$ cat config.mk
export PLATFORM = sky130hd
export DESIGN_NAME = msi_req_ctrl
export DESIGN_NICKNAME = d
export VERILOG_FILES = /design/src/rtl/msi_req_pkg.sv /design/src/rtl/msi_pend_reg.sv /design/src/rtl/msi_prio_pick.sv /design/src/rtl/msi_vec_fold.sv /design/src/rtl/msi_req_ctrl.sv
export SDC_FILE = /design/constraint.sdc
export NUM_CORES = 1
export LEC_CHECK = 0
export BUFFER_PORTS_ARGS = -buffer_cell sky130_fd_sc_hd__buf_2
export CORE_ASPECT_RATIO = 0.8
export CORE_UTILIZATION = 50
export CTS_CLUSTER_SIZE = 20
export DETAILED_ROUTE_END_ITERATION = 8
export GPL_TIMING_DRIVEN = 0
export PLACE_DENSITY_LB_ADDON = 0.25
export SYNTH_ARGS = -nofsm -noshare
export SYNTH_HDL_FRONTEND = slang
export SYNTH_SLANG_ARGS = --single-unit
export TNS_END_PERCENT = 50
$ cat constraint.sdc
create_clock -name clk -period 4.61 [get_ports clk]
set_input_delay 0.6915 -clock clk [delete_from_list [all_inputs] [get_ports clk]]
set_output_delay 0.6915 -clock clk [all_outputs]
set_load 0.1 [all_outputs]
$ cat src/rtl/msi_req_pkg.sv
package msi_req_pkg;

    localparam int VEC_W     = 5;
    localparam int TC_W      = 3;
    localparam int CTL_W     = 16;
    localparam int EN_BIT    = 0;
    localparam int GRANT_LSB = 4;
    localparam int GRANT_W   = 3;
    localparam int GRANT_MAX = 5;

    typedef enum logic {
        ST_IDLE = 1'b0,
        ST_WAIT = 1'b1
    } msi_st_e;

endpackage

$ cat src/rtl/msi_pend_reg.sv
module msi_pend_reg #(
    parameter int NUM_SRC = 32,
    localparam int IDX_W  = (NUM_SRC > 1) ? $clog2(NUM_SRC) : 1
) (
    input  logic               clk,
    input  logic               rst_n,
    input  logic [NUM_SRC-1:0] evt_i,
    input  logic               clr_vld_i,
    input  logic [IDX_W-1:0]   clr_idx_i,
    output logic [NUM_SRC-1:0] pend_o
);

    logic [NUM_SRC-1:0] pend_d, pend_q;
    logic [NUM_SRC-1:0] clr_mask;

    // one-hot clear mask for the acknowledged source
    for (genvar i = 0; i < NUM_SRC; i++) begin : g_clr
        assign clr_mask[i] = clr_vld_i && (clr_idx_i == IDX_W'(i));
    end

    // a new event wins over the clear of the same bit
    always_comb begin
        pend_d = (pend_q & ~clr_mask) | evt_i;
    end

    always_ff @(posedge clk) begin
        if (!rst_n) pend_q <= '0;
        else        pend_q <= pend_d;
    end

    assign pend_o = pend_q;

endmodule

$ cat src/rtl/msi_prio_pick.sv
module msi_prio_pick #(
    parameter int NUM_SRC = 32,
    localparam int IDX_W  = (NUM_SRC > 1) ? $clog2(NUM_SRC) : 1
) (
    input  logic [NUM_SRC-1:0] pend_i,
    output logic               found_o,
    output logic [IDX_W-1:0]   idx_o
);

    // scan from the top down so the lowest set index is left last
    always_comb begin
        found_o = 1'b0;
        idx_o   = '0;
        for (int i = NUM_SRC - 1; i >= 0; i--) begin
            if (pend_i[i]) begin
                found_o = 1'b1;
                idx_o   = IDX_W'(i);
            end
        end
    end

endmodule

$ cat src/rtl/msi_vec_fold.sv
module msi_vec_fold
    import msi_req_pkg::*;
#(
    parameter int IDX_W = 5
) (
    input  logic [IDX_W-1:0]   idx_i,
    input  logic [GRANT_W-1:0] grant_i,
    output logic [VEC_W-1:0]   vec_o
);

    localparam int EXT_W = (IDX_W > VEC_W) ? IDX_W : VEC_W;

    logic [GRANT_W-1:0] g_eff;
    logic [VEC_W-1:0]   keep;
    logic [EXT_W-1:0]   idx_ext;

    assign g_eff   = (grant_i > GRANT_W'(GRANT_MAX)) ? GRANT_W'(GRANT_MAX) : grant_i;
    assign idx_ext = EXT_W'(idx_i);

    // keep bit b only when b lies below the granted log2 count
    for (genvar b = 0; b < VEC_W; b++) begin : g_keep
        assign keep[b] = (GRANT_W'(b) < g_eff);
    end

    assign vec_o = idx_ext[VEC_W-1:0] & keep;

endmodule

$ cat src/rtl/msi_req_ctrl.sv
module msi_req_ctrl
    import msi_req_pkg::*;
#(
    parameter int           NUM_SRC = 32,
    parameter logic [2:0]   MSI_TC  = 3'd0
) (
    input  logic               clk,
    input  logic               rst_n,
    input  logic [NUM_SRC-1:0] src_evt_i,
    input  logic [15:0]        msi_ctl_i,
    input  logic               msi_ack_i,
    output logic               msi_req_o,
    output logic [4:0]         msi_vec_o,
    output logic [2:0]         msi_tc_o
);

    localparam int IDX_W = (NUM_SRC > 1) ? $clog2(NUM_SRC) : 1;

    typedef struct packed {
        msi_st_e          st;
        logic             req;
        logic [VEC_W-1:0] vec;
        logic [IDX_W-1:0] src;
    } ctrl_t;

    ctrl_t ctrl_d, ctrl_q;

    logic [NUM_SRC-1:0] pend;
    logic               found;
    logic [IDX_W-1:0]   pick_idx;
    logic [VEC_W-1:0]   fold_vec;
    logic               clr_vld;
    logic               en;

    assign en      = msi_ctl_i[EN_BIT];
    assign clr_vld = (ctrl_q.st == ST_WAIT) && msi_ack_i;

    msi_pend_reg #(.NUM_SRC(NUM_SRC)) u_pend (
        .clk       (clk),
        .rst_n     (rst_n),
        .evt_i     (src_evt_i),
        .clr_vld_i (clr_vld),
        .clr_idx_i (ctrl_q.src),
        .pend_o    (pend)
    );

    msi_prio_pick #(.NUM_SRC(NUM_SRC)) u_pick (
        .pend_i  (pend),
        .found_o (found),
        .idx_o   (pick_idx)
    );

    msi_vec_fold #(.IDX_W(IDX_W)) u_fold (
        .idx_i   (pick_idx),
        .grant_i (msi_ctl_i[GRANT_LSB +: GRANT_W]),
        .vec_o   (fold_vec)
    );

    always_comb begin
        ctrl_d = ctrl_q;
        unique case (ctrl_q.st)
            ST_IDLE: begin
                if (en && found) begin
                    ctrl_d.st  = ST_WAIT;
                    ctrl_d.req = 1'b1;
                    ctrl_d.vec = fold_vec;
                    ctrl_d.src = pick_idx;
                end
            end
            ST_WAIT: begin
                if (msi_ack_i) begin
                    ctrl_d.st  = ST_IDLE;
                    ctrl_d.req = 1'b0;
                end
            end
            default: ctrl_d = ctrl_q;
        endcase
    end

    always_ff @(posedge clk) begin
        if (!rst_n) begin
            ctrl_q <= '{st: ST_IDLE, req: 1'b0, vec: '0, src: '0};
        end else begin
            ctrl_q <= ctrl_d;
        end
    end

    assign msi_req_o = ctrl_q.req;
    assign msi_vec_o = ctrl_q.vec;
    assign msi_tc_o  = MSI_TC;

endmodule

==> summary.md, run 1 <==
| Metric | Value |
|---|---|
| Outcome | complete, no violations |
| Largest family of logic cells by synthesized area | simple AND/OR/NAND/NOR gates |
| Share of the synthesized area in the top cell type | 39.2% |
| Synth Instances | around 260 |
| FF-to-FF Start | u_pend.pend_o[11] |
| CTS Sinks | 44 |
| Setup violations, final | 0 |
| Power density over cell area | 320 nW/µm² |
| Critical path cell sequence | nor4_2 -> nand4_2 -> o41ai_4 -> buf_6 -> nor2_1 -> a32o_1 |
| 1st-iter DRT viols | 229 |
| Gpl congestion | 0.975 |
| Crit-path leading delay family | simple AND/OR/NAND/NOR gates |
| Worst path arrival time | 2300 ps |
| Initial DRT Pass Iterations | 4 |
| Clk slew on worst S/H paths | 80 ps |
| Mapped Avg Cell Area | 8.55 µm² |
| Setup TNS | 0 ps |
| Top post-synthesis cells by count | dfxtp_1 (44), o21a_1 (30), nand2_1 (23) |
| Post-route insts no fill | 374 |
| Post-synth EDFFs | 0 |
| Initial Utilization | 52.8% |
| Post-synth top flop | dfxtp_1 |
| Synth Cell Area | about 2200 µm² |
| CTS resizes | 0 |
| Distinct cells, synth | 44 |
| Reg2reg setup slack | 2500 ps |
| Final Hold Fails | 0 |
| Initial antenna violation count | 0 |
| Drt via density | 5.53 |
| Syn. warnings | 0 |
| Synth Area in Compound Gates | 27.4% |
| Final worst-path cycle share | 45.7% |
| Fmax | 0.475 GHz |
| Post-Synth Simple-Gate Area | 27.7% |
| Register area | about 880 µm² |
| Clock tree buffer depth | 2 |
| Clock Tree Root | clkbuf_8 |
| Layout Nets | 367 |
| Width of the die | 77.0 µm |
| Lkg Pwr | 0.00105 µW |
| Layout fillers | between 400 and 500 |
| GRT Total Usage | between 20 and 25% |
| Die height | 62.0 µm |
| Hold WC Path Type | register to register |
| H-Tree Depth | 2 |
| Slew margin rel. | 55.2% |
| VDD IR max | 189 µV |
| CTS tree | built |
| Largest net degree at the start of global routing | 14 |
| R2r worst-path depth | 6 |
| Drt wl/cell | approximately 15 µm |
| Share of cells above drive strength 1 | 22.1% |
| Hold path depth | 2 |
| CP required | 4810 ps |
| Top-count cell post-synth | dfxtp_1 |
| R2R Path End | msi_vec_o[1] |
| Final HPWL DP | 4380 µm |
| First-pass GRT wire length | around 9000 µm |
| Vias | 2070 |
| Final wirelength | about 5600 µm |
| Clock Skews | ~4.8 ps |
| Count of port buffers added during placement | 44 |
| Max Slew Vio Count | 0 |
| Yosys reg bits | 44 |
| WS Path Type | register to register |
| Top cells by area, synth | dfxtp_1 (39%), o21a_1 (10%), nor2b_1 (6.1%) |
| Crit path max fanout | 10 |
| Antenna viol nets, final | 0 |
| Synth-to-layout area growth | 17.4% |
| Post-placement cell count | 366 |
| Adder-cell area share of the yosys netlist | 0% |
| Remaining Overflow, GRT | 0 |
| Levels on crit path | 6 |
| Multi-input gate area | 1250 µm² |
| Core area | ~4300 µm² |
| Setup Buffers After CTS | 0 |
| CP Launch Point | u_pend.pend_o[11] |
| Ant. Diodes | 0 |
| Io pins | 60 |
| Critical path endpoint category | register |
| Crit path to | msi_vec_o[1] |
| Xor/xnor share of the synthesized area | 0% |
| Final core occ | 62.0% |
| RSZ-0062 raised after global routing | false |
| Slowest cell on the critical path | o41ai_4 |
| Mux cell area share after synthesis | 0% |
| CTS Hold Buffers Added | 0 |
| Tmin final | 2110 ps |
| Vias in the first global route | 1858 |
| Max stage delay on crit path | 500 ps |
| Buffers & Inverters on Critical Path | 1 |
| DIE AREA | 4770 µm² |
| Cell taking the most area after synthesis | dfxtp_1 |
| Ys async rst share | 0% |
| Register area share after synthesis | 39.2% |
| Critical Path Start Type | register |
| Worst slew pin tran | 667 ps |
| DR DRC count | 0 |
| Rows | 21 |
| Max cap viols | 0 |
| Cts bufs inserted | 5 |
| Worst-Skew Late Latency | around 290 ps |
[state kept, by name, indices dropped and copies added, names as in the netlist]
register and count:
u_pend.pend_o 32, ctrl_q 6, msi_vec_o 5, msi_req_o 1
[per-layer routing]
metal	track usage [%]	part of all wire, %	vias to the layer above
met5	0	0	-
met4	6.74	0.55	0
met3	5.11	7.5	4
met2	40.1	44	68
met1	34.4	48	951
li1	-	-	1047
[power breakdown]
part	leakage (µW)	switching [µW]	internal, µW
Combinational	0.000630	91.0	64.9
Clock	0.0000510	131	120
Sequential	0.000366	32.3	405
[layout by cell type, fill, tap and decap left out, drive strengths merged, types with 2 or more instances in the layout]
master and count:
conb 3, o21ai 8, nor2b 22, o211ai 5, nand3 10, nor3 9
clkinv 2, nand2 23, o31ai 2, a21boi 4, a31oi 4, nand2b 9
nor2 16, o21bai 2, dfxtp 44, nand4 2, or3 2, o21a 30
o31a 2, inv 7, buf 53, a21oi 20, nor4 9, or4 3
clkbuf 13
[worst register-to-register path, stage by stage (launching register included)]
cell     delay [ps]
dfxtp_1         370
nor4_2          440
nand4_2         240
o41ai_4         500
buf_6           200
nor2_1           60
a32o_1          200
[how the worst min path moves through the flow]
stage	startpoint	endpoint	slack (ps)
2_1_floorplan	msi_vec_o[2]	msi_vec_o[2]	440
3_3_place_gp	msi_req_o	msi_req_o	440
3_5_place_dp	msi_req_o	msi_req_o	450
4_1_cts	msi_req_o	msi_req_o	460
5_1_grt	msi_vec_o[2]	msi_vec_o[2]	490
6_report	msi_req_o	msi_req_o	460
[through the flow]
step	instance area [µm²]	hold WS (ps)	total power, µW	setup WS, ps
floorplan	2260	437	551	2780
global placement	2550	439	597	2540
detailed placement	2550	452	600	2500
CTS	2640	463	845	2480
global route	2640	494	879	2340
finish	2640	455	844	2500
[cells by family after synthesis]
kind of cell	after synthesis
flops	44
buf+inv	23
compound gates	87
other cells	1
simple gates	108
[layout make-up]
cell class,count,share of cell area (%)
Buffer,16,3.70
Clock buffer,6,3.13
Clock inverter,2,0.379
Inverter,7,0.995
Multi-Input combinational cell,198,47.4
Sequential cell,44,33.4
Tap cell,57,2.70
Timing Repair Buffer,44,8.34
Power figures use the tool's default switching activity.
==> run 2: changes to the inputs <==
--- a/config.mk
+++ b/config.mk
@@ -5,9 +5,10 @@
 export SDC_FILE = /design/constraint.sdc
 export NUM_CORES = 1
 export LEC_CHECK = 0
+export ABC_AREA = 1
 export BUFFER_PORTS_ARGS = -buffer_cell sky130_fd_sc_hd__buf_2
 export CORE_ASPECT_RATIO = 0.8
-export CORE_UTILIZATION = 50
+export CORE_UTILIZATION = 47
 export CTS_CLUSTER_SIZE = 20
 export DETAILED_ROUTE_END_ITERATION = 8
 export GPL_TIMING_DRIVEN = 0
==> constraint.sdc (replaced) <==
create_clock -name clk -period 1.7 [get_ports clk]
set_input_delay 0.255 -clock clk [delete_from_list [all_inputs] [get_ports clk]]
set_output_delay 0.255 -clock clk [all_outputs]
set_load 0.1 [all_outputs]
==> summary.md, run 2 <==
| Metric | Value |
|---|---|
| Outcome | finished with violations |
| Failing checks | negative setup slack |
| Final wirelength | 5130 µm |
| Sw Share | 30.3% |
| Top post-synthesis cells by count | nand2_1 (75), inv_1 (71), a21oi_1 (45) |
| Slew margin rel. | 61.9% |
| Post-synth top flop | dfxtp_1 |
| Setup Buffers After CTS | 0 |
| Lkg Pwr | 0.00131 µW |
| Sequential Power Share | 51.4% |
| First-pass GRT wire length | 8350 µm |
| RSZ-0062 raised after global routing | true |
| CTS tree | built |
| Core area | 4310 µm² |
| R2r worst-path depth | 13 |
| Ant. Diodes | 0 |
| Cts bufs inserted | 5 |
| Remaining Overflow, GRT | 0 |
| Clock Skews | 9.00 ps |
| Int Pwr | 1560 µW |
| Share of the synthesized area in the top cell type | 40.3% |
| Count of port buffers added during placement | 44 |
| Max Slew Vio Count | 0 |
| Gpl congestion | 0.862 |
| R2R Path End | msi_vec_o[2] |
| Width of the die | about 80 µm |
| Commonest non-fill, non-tap cells in the layout | nand2_1 (72), inv_1 (69), a21oi_1 (45), buf_2 (45), dfxtp_1 (42) |
| Io pins | 60 |
| Vias | 2197 |
| Cell taking the most area after synthesis | dfxtp_1 |
| Final core occ | 60.0% |
| Critical Path Start Type | register |
| Min setup slack post-route | -460 ps |
| Post-DP Area | 2480 µm² |
| Clock share of power | 30.2% |
| 1st-iter DRT viols | about 140 |
| Max stage delay on crit path | 540 ps |
| Yosys reg bits | 44 |
| Layout Nets | approximately 440 |
| Worst path arrival time | ~2300 ps |
| Critical path endpoint category | register |
| Met2 wire len | 2240 µm |
| Drt via density | between 4 and 5 |
| Met1 Wirelength | 2480 µm |
| Ys async rst share | 0% |
| Hold Slack | 181 ps |
| Dpl ws | -404 ps |
| FF-to-FF Start | u_pend.pend_o[15] |
| Synth-to-layout area growth | 18.4% |
| Synth Instances | 337 |
| Initial DRT Pass Iterations | 5 |
| Post-synth EDFFs | 0 |
| Slowest cell on the critical path | nor4_1 |
| Die height | ~63 µm |
| Drt wl/cell | 11.4 µm |
| H-Tree Depth | 2 |
| Setup violations, final | 11 |
| Design area | approximately 2600 µm² |
| Layout fillers | approximately 470 |
| Critical path cell sequence | nor4_1 -> nand4_1 -> nor2_1 -> nand2_1 -> nand2_1 -> nor2_1 -> inv_2 -> nor3_1 -> nand2_1 -> nor2_1 -> inv_1 -> or2_1 -> a21oi_1 |
| CTS Hold Buffers Added | 0 |
| Final HPWL DP | 4030 µm |
| Final Hold Fails | 0 |
| Comb power frac | between 10% and 20% |
| CP Launch Point | u_pend.pend_o[15] |
| WS Path Type | register to register |
| CTS resizes | 2 |
| DIE AREA | 4920 µm² |
| Worst-Skew Late Latency | 300 ps |
| Vias in the first global route | a little under 2000 |
| Met3 routed WL | around 340 µm |
| Rows | 21 |
| Fmax | 0.463 GHz |
| Synth Cell Area | 2180 µm² |
| Crit path to | msi_vec_o[2] |
| Hold WC Path Type | primary input to register |
| P_sw | 679 µW |
| Power Total | 2240 µW |
| Clock Tree Root | clkbuf_8 |
| Top Layer Used | met4 |
| Top cells by area, synth | dfxtp_1 (40%), nand2_1 (13%), inv_1 (12%) |
| CTS Sinks | 44 |
| Number of flip-flops in the largest register | 32 |
| Power density over cell area | roughly 870 nW/µm² |
| CP required | 1860 ps |
| Tmin final | 2160 ps |
| Antenna viol nets, final | 0 |
| VDD IR max | 525 µV |
| Distinct cells, synth | 24 |
| Crit path max fanout | 4 |
| Clk slew on worst S/H paths | 80 ps |
| GRT Total Usage | 22.1% |
| Commonest non-fill, non-tap cell in the layout | nand2_1 |
| Initial Utilization | about half |
| Mapped Avg Cell Area | 6.48 µm² |
| Final worst-path cycle share | 127% |
| Share of cells above drive strength 1 | 19.4% |
| Initial antenna violation count | 0 |
| Max cap viols | 0 |
| Largest net degree at the start of global routing | 14 |
| Worst slew pin tran | 567 ps |
| Syn. warnings | 0 |
| Register area share after synthesis | 40.3% |
| Clock tree buffer depth | 2 |
| DR DRC count | 0 |
| Top-count cell post-synth | nand2_1 |
| Reg2reg setup slack | -460 ps |
==> run 2: changes by cell type in the layout (fill, tap and decap cells not counted), moves of 5 or more <==
cell      change
inv_2         +5
o211ai_1      -5
o21a_1       -29
nor2b_1      -22
nor3_1        -5
inv_1        +63
o21ai_0      +20
nand2_1      +49
o21ai_1       +5
nand2b_1      -9
nor2_1        +5
a21oi_1      +25
==> run 2: cells by family after synthesis <==
group,synth area share (%)
compound gates,20.6
flops,40.3
other cells,0.172
simple gates,21.8
buf+inv,17.1
==> run 2: worst max-delay path: cells and delay by family (launching register included) <==
family / cells / cell delay, ps
simple gates: 10 / 1500
flops: 1 / 330
buf+inv: 2 / 140
compound gates: 1 / 50
==> run 2: per-layer routing <==
layer / global-route usage, % / vias to the layer above
met1: 31.1 / 964
met4: 6.48 / 0
met3: 4.67 / 9
met2: 33.9 / 74
li1: - / 1150
met5: 0 / -
==> run 2: worst min path at each step <==
stage                  startpoint                 to  slack [ps]  cells past startpoint
finish              src_evt_i[23]  u_pend.pend_o[23]         180                      3
CTS                  src_evt_i[4]   u_pend.pend_o[4]         180                      3
global route        src_evt_i[18]  u_pend.pend_o[18]         170                      3
floorplan                   rst_n          ctrl_q[3]         370                      1
detailed placement      msi_req_o          msi_req_o         440                      2
global placement        msi_req_o          msi_req_o         440                      2
==> run 2: per-stage QoR <==
stage / std cells / setup TNS, ps
after global routing: 448 / -6350
after floorplan: 339 / -127
final: 448 / -4640
after global placement: 440 / -3590
after CTS: 448 / -4240
after detailed placement: 440 / -3950
==> run 2: final cells by class <==
cell class                 instances  area [µm²]  area share [%]
buffer                            16        91.3            3.53
clock buffer                       6        82.6            3.19
clock inverter                     2        10.0           0.387
inverter                          75         282            10.9
multi-input combinational        204         945            36.5
sequential                        44         883            34.2
tap                               57        71.3            2.76
timing repair buffer              44         220            8.52
==> run 2: power groups by stage <==
stage,Sequential (µW),Combinational [µW],Clock (µW)
floorplan,1170,283,0
global placement,1170,396,0
detailed placement,1170,405,0
CTS,1150,409,687
global route,1160,462,741
finish,1150,413,678
